File: config.mk
export PLATFORM = sky130hd
export DESIGN_NAME = uart_rx_csr
export DESIGN_NICKNAME = d
export VERILOG_FILES = /design/src/rtl/uart_rx_pkg.sv /design/src/rtl/rx_deser.sv /design/src/rtl/rx_status.sv /design/src/rtl/rx_regs.sv /design/src/rtl/uart_rx_csr.sv
export SDC_FILE = /design/constraint.sdc
export NUM_CORES = 1
export LEC_CHECK = 0
export BUFFER_PORTS_ARGS = -buffer_cell sky130_fd_sc_hd__buf_2
export CAP_MARGIN = 20
export CORE_UTILIZATION = 30
export DETAILED_ROUTE_END_ITERATION = 10
export HOLD_SLACK_MARGIN = 0.12
export PLACE_DENSITY_LB_ADDON = 0.15
export REMOVE_ABC_BUFFERS = 1
export SYNTH_ARGS = -nofsm -noshare
export SYNTH_HDL_FRONTEND = slang
export SYNTH_SLANG_ARGS = --single-unit
File: constraint.sdc
create_clock -name clk -period 1.6 [get_ports clk]
set_input_delay 0.16 -clock clk [delete_from_list [all_inputs] [get_ports clk]]
set_output_delay 0.16 -clock clk [all_outputs]
set_load 0.02 [all_outputs]
File: src/rtl/uart_rx_pkg.sv
package uart_rx_pkg;
  localparam int unsigned BUS_W = 8;

  typedef enum logic [2:0] {
    S_IDLE, S_START, S_DATA, S_PAR, S_STOP
  } rx_state_t;

  // Register addresses
  localparam logic [1:0] A_DATA   = 2'd0;
  localparam logic [1:0] A_STATUS = 2'd1;
  localparam logic [1:0] A_CTRL   = 2'd2;
  localparam logic [1:0] A_SETUP  = 2'd3;

  // Fault flags, in the order they appear in status bits 2..0
  typedef struct packed {
    logic frm;
    logic ovr;
    logic par;
  } err_t;

  function automatic logic [BUS_W-1:0] status_byte(input logic full, input err_t e);
    return {full, 4'b0000, e.frm, e.ovr, e.par};
  endfunction

  function automatic logic [BUS_W-1:0] ctrl_byte(input logic en, input logic hold);
    return {4'b0000, hold, en, 2'b00};
  endfunction
endpackage

File: src/rtl/rx_deser.sv
module rx_deser #(
  parameter int unsigned DATA_W = 8,
  parameter int unsigned OVS    = 16
) (
  input  logic              clk,
  input  logic              rst_n,
  input  logic              srst,
  input  logic              tick,
  input  logic              rxd,
  input  logic              par_en,
  input  logic              par_odd,
  input  logic              two_stop,
  output logic              done,
  output logic [DATA_W-1:0] data,
  output logic              par_bad_o,
  output logic              frm_bad_o
);
  import uart_rx_pkg::*;
  localparam int unsigned CNT_W = $clog2(OVS);
  localparam int unsigned IDX_W = (DATA_W > 1) ? $clog2(DATA_W) : 1;
  localparam int unsigned HALF  = OVS / 2 - 1;
  localparam int unsigned LAST  = OVS - 1;

  // Parity check: the data bits plus the parity bit must have the configured sum.
  function automatic logic parity_bad(input logic [DATA_W-1:0] d, input logic p, input logic odd);
    return ((^d) ^ p) != odd;
  endfunction

  rx_state_t         st;
  logic [CNT_W-1:0]  cnt;
  logic [IDX_W-1:0]  idx;
  logic [DATA_W-1:0] shreg;
  logic              pbit, second;

  // A sample is taken on this tick (one full bit period after the previous one).
  wire samp_now = tick && (cnt == CNT_W'(LAST));
  wire mid_chk  = tick && (cnt == CNT_W'(HALF));

  always_ff @(posedge clk or negedge rst_n) begin
    if (!rst_n) begin
      st <= S_IDLE; cnt <= '0; idx <= '0; shreg <= '0; pbit <= 1'b0;
      second <= 1'b0; done <= 1'b0; par_bad_o <= 1'b0; frm_bad_o <= 1'b0;
    end else begin
      done <= 1'b0;
      if (srst) begin
        st <= S_IDLE; cnt <= '0; idx <= '0; second <= 1'b0;
      end else if (tick) begin
        cnt <= cnt + 1'b1;
        unique case (st)
          S_IDLE: if (!rxd) begin st <= S_START; cnt <= '0; end
          S_START: if (mid_chk) begin
            cnt <= '0; idx <= '0;
            st  <= rxd ? S_IDLE : S_DATA;
          end
          S_DATA: if (samp_now) begin
            shreg <= {rxd, shreg[DATA_W-1:1]};
            idx   <= idx + 1'b1;
            if (idx == IDX_W'(DATA_W - 1)) begin
              st <= par_en ? S_PAR : S_STOP;
              second <= 1'b0;
            end
          end
          S_PAR: if (samp_now) begin pbit <= rxd; st <= S_STOP; end
          S_STOP: if (samp_now) begin
            if (two_stop && !second) begin
              second    <= 1'b1;
              frm_bad_o <= !rxd;
            end else begin
              st        <= S_IDLE;
              done      <= 1'b1;
              frm_bad_o <= (second && frm_bad_o) || !rxd;
              par_bad_o <= par_en && parity_bad(shreg, pbit, par_odd);
            end
          end
          default: st <= S_IDLE;
        endcase
      end
    end
  end

  assign data = shreg;
endmodule

File: src/rtl/rx_status.sv
module rx_status #(
  parameter int unsigned DATA_W = 8
) (
  input  logic               clk,
  input  logic               rst_n,
  input  logic               srst,
  input  logic               rx_en,
  input  logic               done,
  input  logic [DATA_W-1:0]  cdata,
  input  logic               c_par,
  input  logic               c_frm,
  input  logic               rd_data,
  input  logic               clr_err,
  output logic               full,
  output logic [DATA_W-1:0]  buf_q,
  output uart_rx_pkg::err_t  err
);
  import uart_rx_pkg::*;
  wire  accept = done && rx_en;
  err_t err_n;

  always_comb begin
    err_n = err;
    if (clr_err) err_n = '0;
    if (accept) begin
      err_n.par = err_n.par | c_par;
      err_n.frm = err_n.frm | c_frm;
      err_n.ovr = err_n.ovr | (full && !rd_data);
    end
    if (!rx_en) err_n = '0;
  end

  always_ff @(posedge clk or negedge rst_n) begin
    if (!rst_n) begin
      full <= 1'b0; buf_q <= '0; err <= '0;
    end else if (srst) begin
      full <= 1'b0; buf_q <= '0; err <= '0;
    end else begin
      err <= err_n;
      if (accept) begin
        full  <= 1'b1;
        buf_q <= cdata;
      end else if (rd_data) begin
        full <= 1'b0;
      end
    end
  end
endmodule

File: src/rtl/rx_regs.sv
module rx_regs #(
  parameter int unsigned SLOTS  = 2,
  parameter int unsigned SLOT_W = 2,
  localparam int unsigned PTR_W = (SLOTS > 1) ? $clog2(SLOTS) : 1
) (
  input  logic              clk,
  input  logic              rst_n,
  input  logic [1:0]        addr,
  input  logic              wr_stb,
  input  logic [7:0]        wdata,
  output logic              rx_en,
  output logic              rx_hold,
  output logic              int_rst,
  output logic              clr_err,
  output logic [PTR_W-1:0]  ptr,
  output logic [SLOT_W-1:0] setup_rd,
  output logic              par_en,
  output logic              par_odd,
  output logic              two_stop
);
  import uart_rx_pkg::*;
  logic [SLOT_W-1:0] slot_q [SLOTS];

  wire ctrl_wr  = wr_stb && (addr == A_CTRL);
  wire setup_wr = wr_stb && (addr == A_SETUP);
  assign int_rst = ctrl_wr && wdata[7];
  assign clr_err = ctrl_wr && wdata[6];

  always_ff @(posedge clk or negedge rst_n) begin
    if (!rst_n) begin
      rx_en <= 1'b0; rx_hold <= 1'b0; ptr <= '0;
      for (int i = 0; i < SLOTS; i++) slot_q[i] <= '0;
    end else if (int_rst) begin
      rx_en <= 1'b0; rx_hold <= 1'b0; ptr <= '0;
      for (int i = 0; i < SLOTS; i++) slot_q[i] <= '0;
    end else begin
      if (ctrl_wr) begin
        rx_en   <= wdata[2];
        rx_hold <= wdata[3];
      end
      if (setup_wr) begin
        slot_q[ptr] <= wdata[SLOT_W-1:0];
        ptr <= (ptr == PTR_W'(SLOTS - 1)) ? '0 : ptr + 1'b1;
      end
    end
  end

  assign setup_rd = slot_q[ptr];
  assign par_en   = slot_q[0][0];
  assign par_odd  = slot_q[0][1];
  assign two_stop = slot_q[1][0];
endmodule

File: src/rtl/uart_rx_csr.sv
module uart_rx_csr #(
  parameter int unsigned DATA_W      = 8,
  parameter int unsigned OVS         = 16,
  parameter int unsigned SYNC_STAGES = 2
) (
  input  logic       clk,
  input  logic       rst_n,
  input  logic       tick16,
  input  logic       rxd,
  input  logic [1:0] addr,
  input  logic       rd_stb,
  input  logic       wr_stb,
  input  logic [7:0] wdata,
  output logic [7:0] rdata
);
  import uart_rx_pkg::*;
  localparam int unsigned SLOTS  = 2;
  localparam int unsigned SLOT_W = 2;
  localparam int unsigned PTR_W  = $clog2(SLOTS);

  logic [SYNC_STAGES-1:0] sync_q;
  logic rx_en, rx_hold, int_rst, clr_err, par_en, par_odd, two_stop;
  logic [PTR_W-1:0]  setup_ptr;
  logic [SLOT_W-1:0] setup_rd;
  logic              char_done, c_par, c_frm, full_q;
  logic [DATA_W-1:0] c_data, buf_q;
  err_t              err_q;

  // Named internal events, brought out for the checker
  wire       rx_srst     = rx_hold || int_rst;
  wire       rd_data_hit = rd_stb && (addr == A_DATA);
  wire [2:0] err_bits    = err_q;
  wire [7:0] ctrl_rb     = ctrl_byte(rx_en, rx_hold);

  // Line synchronizer, depth chosen by parameter
  generate
    if (SYNC_STAGES == 1) begin : g_sync1
      always_ff @(posedge clk or negedge rst_n)
        if (!rst_n) sync_q <= '1; else sync_q <= rxd;
    end else begin : g_syncn
      always_ff @(posedge clk or negedge rst_n)
        if (!rst_n) sync_q <= '1; else sync_q <= {sync_q[SYNC_STAGES-2:0], rxd};
    end
  endgenerate

  rx_regs #(.SLOTS(SLOTS), .SLOT_W(SLOT_W)) u_regs (
    .clk(clk), .rst_n(rst_n), .addr(addr), .wr_stb(wr_stb), .wdata(wdata),
    .rx_en(rx_en), .rx_hold(rx_hold), .int_rst(int_rst), .clr_err(clr_err),
    .ptr(setup_ptr), .setup_rd(setup_rd), .par_en(par_en), .par_odd(par_odd),
    .two_stop(two_stop)
  );

  rx_deser #(.DATA_W(DATA_W), .OVS(OVS)) u_deser (
    .clk(clk), .rst_n(rst_n), .srst(rx_srst), .tick(tick16),
    .rxd(sync_q[SYNC_STAGES-1]), .par_en(par_en), .par_odd(par_odd),
    .two_stop(two_stop), .done(char_done), .data(c_data),
    .par_bad_o(c_par), .frm_bad_o(c_frm)
  );

  rx_status #(.DATA_W(DATA_W)) u_status (
    .clk(clk), .rst_n(rst_n), .srst(rx_srst), .rx_en(rx_en), .done(char_done),
    .cdata(c_data), .c_par(c_par), .c_frm(c_frm), .rd_data(rd_data_hit),
    .clr_err(clr_err), .full(full_q), .buf_q(buf_q), .err(err_q)
  );

  always_comb begin
    unique case (addr)
      A_DATA:   rdata = 8'(buf_q);
      A_STATUS: rdata = status_byte(full_q, err_q);
      A_CTRL:   rdata = ctrl_rb;
      default:  rdata = 8'(setup_rd);
    endcase
  end
endmodule

==> impl_metrics.ini <==
[routing]
routed.top_layer = met4
post-route-drc-count = 0
viasPerCell = 4.80
num_vias = 1828
detailedRoute.firstIterationViolations = 92
dr.pass1.iters = 4
postRouteWirelength_um = 5330
routedLengthMet1_um = 2620
met3WireLength_um = 152
detailroute.wirelength.met2_um = 2480
drt.antenna.violating_nets = 0
wl_per_cell_um = 14.0

[synth]
postSynth.asyncResetShare_pct = 100
netlist_top_cells_area = sky130_fd_sc_hd__dfrtp_1, sky130_fd_sc_hd__mux2_2, sky130_fd_sc_hd__mux2i_1
postSynthAreaPerCell_um2 = 10.1
synthesis.instances = 226
synth_top_flop_cell = sky130_fd_sc_hd__dfrtp_1
ys_ff_latch = 44
synth.yosys.seq_area_share_pct = 48.4
synth.distinct_cells = 43
yosysTopAreaCell = sky130_fd_sc_hd__dfrtp_1
number_of_flops_mapped_to_enable_cells_by_yosys = 0
netlist_area_mm2 = 0.00228
post-synth-top-area-fraction_pct = 46.1
synth.yosys.warnings = 0

[outcome]
failed_checks = setup timing
status = complete, but fails checks

[setup_path]
path_max_fanout = 5
worst_r2r_path_depth = 6
critPathCaptureType = register
r2r_end = u_deser.data[4]$_DFFE_PN0P_
timing.setup.critical_path_class = register to register
worstReg2RegStart = u_deser.cnt[1]$_DFFE_PN0N_
worstSetupEndpoint = u_deser.data[4]$_DFFE_PN0P_
ff2ff_setup_slack_ps = -40
timing.critical_path.arrival_ps = 1830
startpoint = u_deser.cnt[1]$_DFFE_PN0N_
critical_path_required_ps = 1790
critical_path.startpoint_type = register

[pwr]
power.ir.vdd_worst_mv = 0.293
swShare_pct = 32.0
netSwitchingPower_uw = 891
power_report.internal_total_mw = 1.89
power_density_mw_per_mm2 = 943
gate_power_share_pct = 28.8
p_seq_share_pct = 46.1
power.leakage_nw = 1.41
clkPwrFrac_pct = 25.1

[final_layout]
stdcell_count = 381
antenna_cells = 0
drive_above_1_share_pct = 33.7
design.final.nets = 300
final_area_mm2 = 0.00295
growth_of_design_area_from_synthesis_to_finish_pct = 29.5

[placement]
placed_cell_area_mm2 = 0.00269
gp_routability_congestion = 0.778
port_buffer_cells = 21
placed_cells_incl_taps = 366
place_ws_ps = -121
hpwl_um = 3820

[global_routing]
antenna_violations_before_repair = 0
first_pass_grt_wire_length_um = 8660
grt_overflow_total = 0
grt_pass1_vias = 1761
grt_max_degree = 18
globalRouteTotalUtil_pct = 14.5

[timing]
achievable-frequency_mhz = 611
hold_slack_ps = 137
final_critical_path_setup_slack_ps = -37.0
final-max-slew-violation-count = 0
hold_viol = 0
fin_skew_ps = 7.62
worst_slew_pin_slew_ps = 369
finalCriticalPeriod_ps = 1640
final_min_period_over_clock_period_pct = 102
setup_viol_count_final = 6
slew_headroom_pct = 75.3
rsz_0062_raised_after_global_routing = yes

[die]
die_area_mm2 = 0.00795
floorplan.core_area_mm2 = 0.00729
die_y_um = 89.2
start_util_pct = 31.2
fp.dieW_um = 89.2
placementRows = 31
pin_count = 24

[clocking]
cts-root-buf = sky130_fd_sc_hd__clkbuf_8
cts-buffers-inserted = 5
cts.clk_slew.worst_paths_ps = 90
clk-insertion-delay-late_ps = 300
numClockSinks = 44
cts.path.max_buffers = 2
h-tree-depth = 2
tritoncts_clock_tree = done

[min_path]
timing.hold.worst.class = primary input to register
cell_count_of_the_worst_hold_path = 3

[flow_run]
max_cap_viol_count = 0
==> registers in the layout, summed over array words and instances, names as in the netlist, 2 cells and up <==
signal,cells
u_deser.data,8
u_deser.cnt,4
u_deser.st,3
u_status.err,3
sync_q,2
u_deser.idx,3
u_status.buf_q,8
==> synthesized netlist by cell type, drive strengths merged (5+ instances only) <==
cell	n
nor2	20
clkbuf	7
mux2	11
xnor2	7
nand2	23
mux2i	11
a21oi	13
inv	7
o21ai	7
dfrtp	42
buf	5
nand3	16
==> cells by family after synthesis <==
family,after synthesis,synth area share [%]
AOI/OAI and AO/OA,45,14.3
adders and majority gates,3,1.65
and+or+nand+nor,84,17.8
xor gates and xnor gates,9,3.46
buffers and inverters,19,4.06
DFF,44,48.4
muxes,22,10.3
==> power by group through the flow <==
stage,registers [mW],logic [mW],clock network (mW)
3_3_place_gp,1.30,0.714,0
6_report,1.28,0.801,0.699
3_5_place_dp,1.30,0.717,0
2_1_floorplan,1.31,0.373,0
4_1_cts,1.28,0.761,0.731
5_1_grt,1.30,0.884,0.767
==> final cells by class <==
| cell class | count | area (um2) |
|---|---|---|
| Fill cell | 738 | 4340 |
| Multi-Input combinational cell | 164 | 1200 |
| Sequential cell | 44 | 1100 |
| Timing Repair Buffer | 59 | 407 |
| Tap cell | 99 | 124 |
| Clock buffer | 5 | 68.8 |
| Inverter | 7 | 26.3 |
| Clock inverter | 3 | 18.8 |
==> timing repair <==
action,in CTS,in global routing
pin swaps,6,7
gates cloned,1,0
resized for setup,14,19
endpoints found under the setup margin,16,19
hold buffers,5,0
buffers inserted,2,1
hold endpoints to repair,17,0
==> cells in the final DEF (no fill, tap or decap), drive strengths merged, types with 2 or more instances in the layout <==
master        n
xnor2         7
a32oi         2
mux2         11
a211o         3
o31a          2
a22oi         4
clkinv        3
dfrtp        42
nor2b         4
a21oi        13
or2           2
clkbuf        5
ha            3
dfstp         2
inv           7
xor2          2
nand3        16
o21ai         7
mux2i        11
nor2         20
o22ai         3
nand2        23
a22o          4
dlygate4sd3   5
nor3          3
and2          5
buf          54
nor3b         3
nand2b        3
nand4         2
==> layer usage <==
layer  vias up  GRT usage, %
met4         0          6.49
met1       889          20.0
met3         5          2.22
li1        911             -
met5         -             0
met2        23          22.7
==> worst max-delay path, stage by stage, from the launching register on <==
cell and delay, ps:
sky130_fd_sc_hd__dfrtp_1 360, sky130_fd_sc_hd__ha_2 180, sky130_fd_sc_hd__nand4_1 150, sky130_fd_sc_hd__nor3_2 160
sky130_fd_sc_hd__buf_4 160, sky130_fd_sc_hd__and2_4 190, sky130_fd_sc_hd__mux2_2 340
==> worst min-delay path by stage <==
| stage | startpoint | endpoint | slack, ps |
|---|---|---|---|
| 6_report | wdata[1] | u_regs.slot_q[1]$_DFFE_PN0P_ | 140 |
| 2_1_floorplan | rst_n | u_deser.cnt[0]$_DFFE_PN0N_ | -140 |
| 5_1_grt | wdata[1] | u_regs.slot_q[1]$_DFFE_PN0P_ | 140 |
| 3_3_place_gp | rst_n | u_deser.st[1]$_DFFE_PN0P_ | 90 |
| 3_5_place_dp | rst_n | u_deser.idx[0]$_DFFE_PN0P_ | 100 |
| 4_1_cts | wdata[1] | u_regs.slot_q[1]$_DFFE_PN0P_ | 130 |
==> stage by stage <==
stage / utilization, % / power [mW] / TNS, ps
2_1_floorplan: - / 1.68 / -933
3_3_place_gp: 36.9 / 2.01 / -923
3_5_place_dp: 36.9 / 2.02 / -1260
4_1_cts: 39.5 / 2.77 / -555
5_1_grt: 40.5 / 2.95 / -2090
6_report: 40.5 / 2.78 / -106
(Power assumes the default switching activity.)
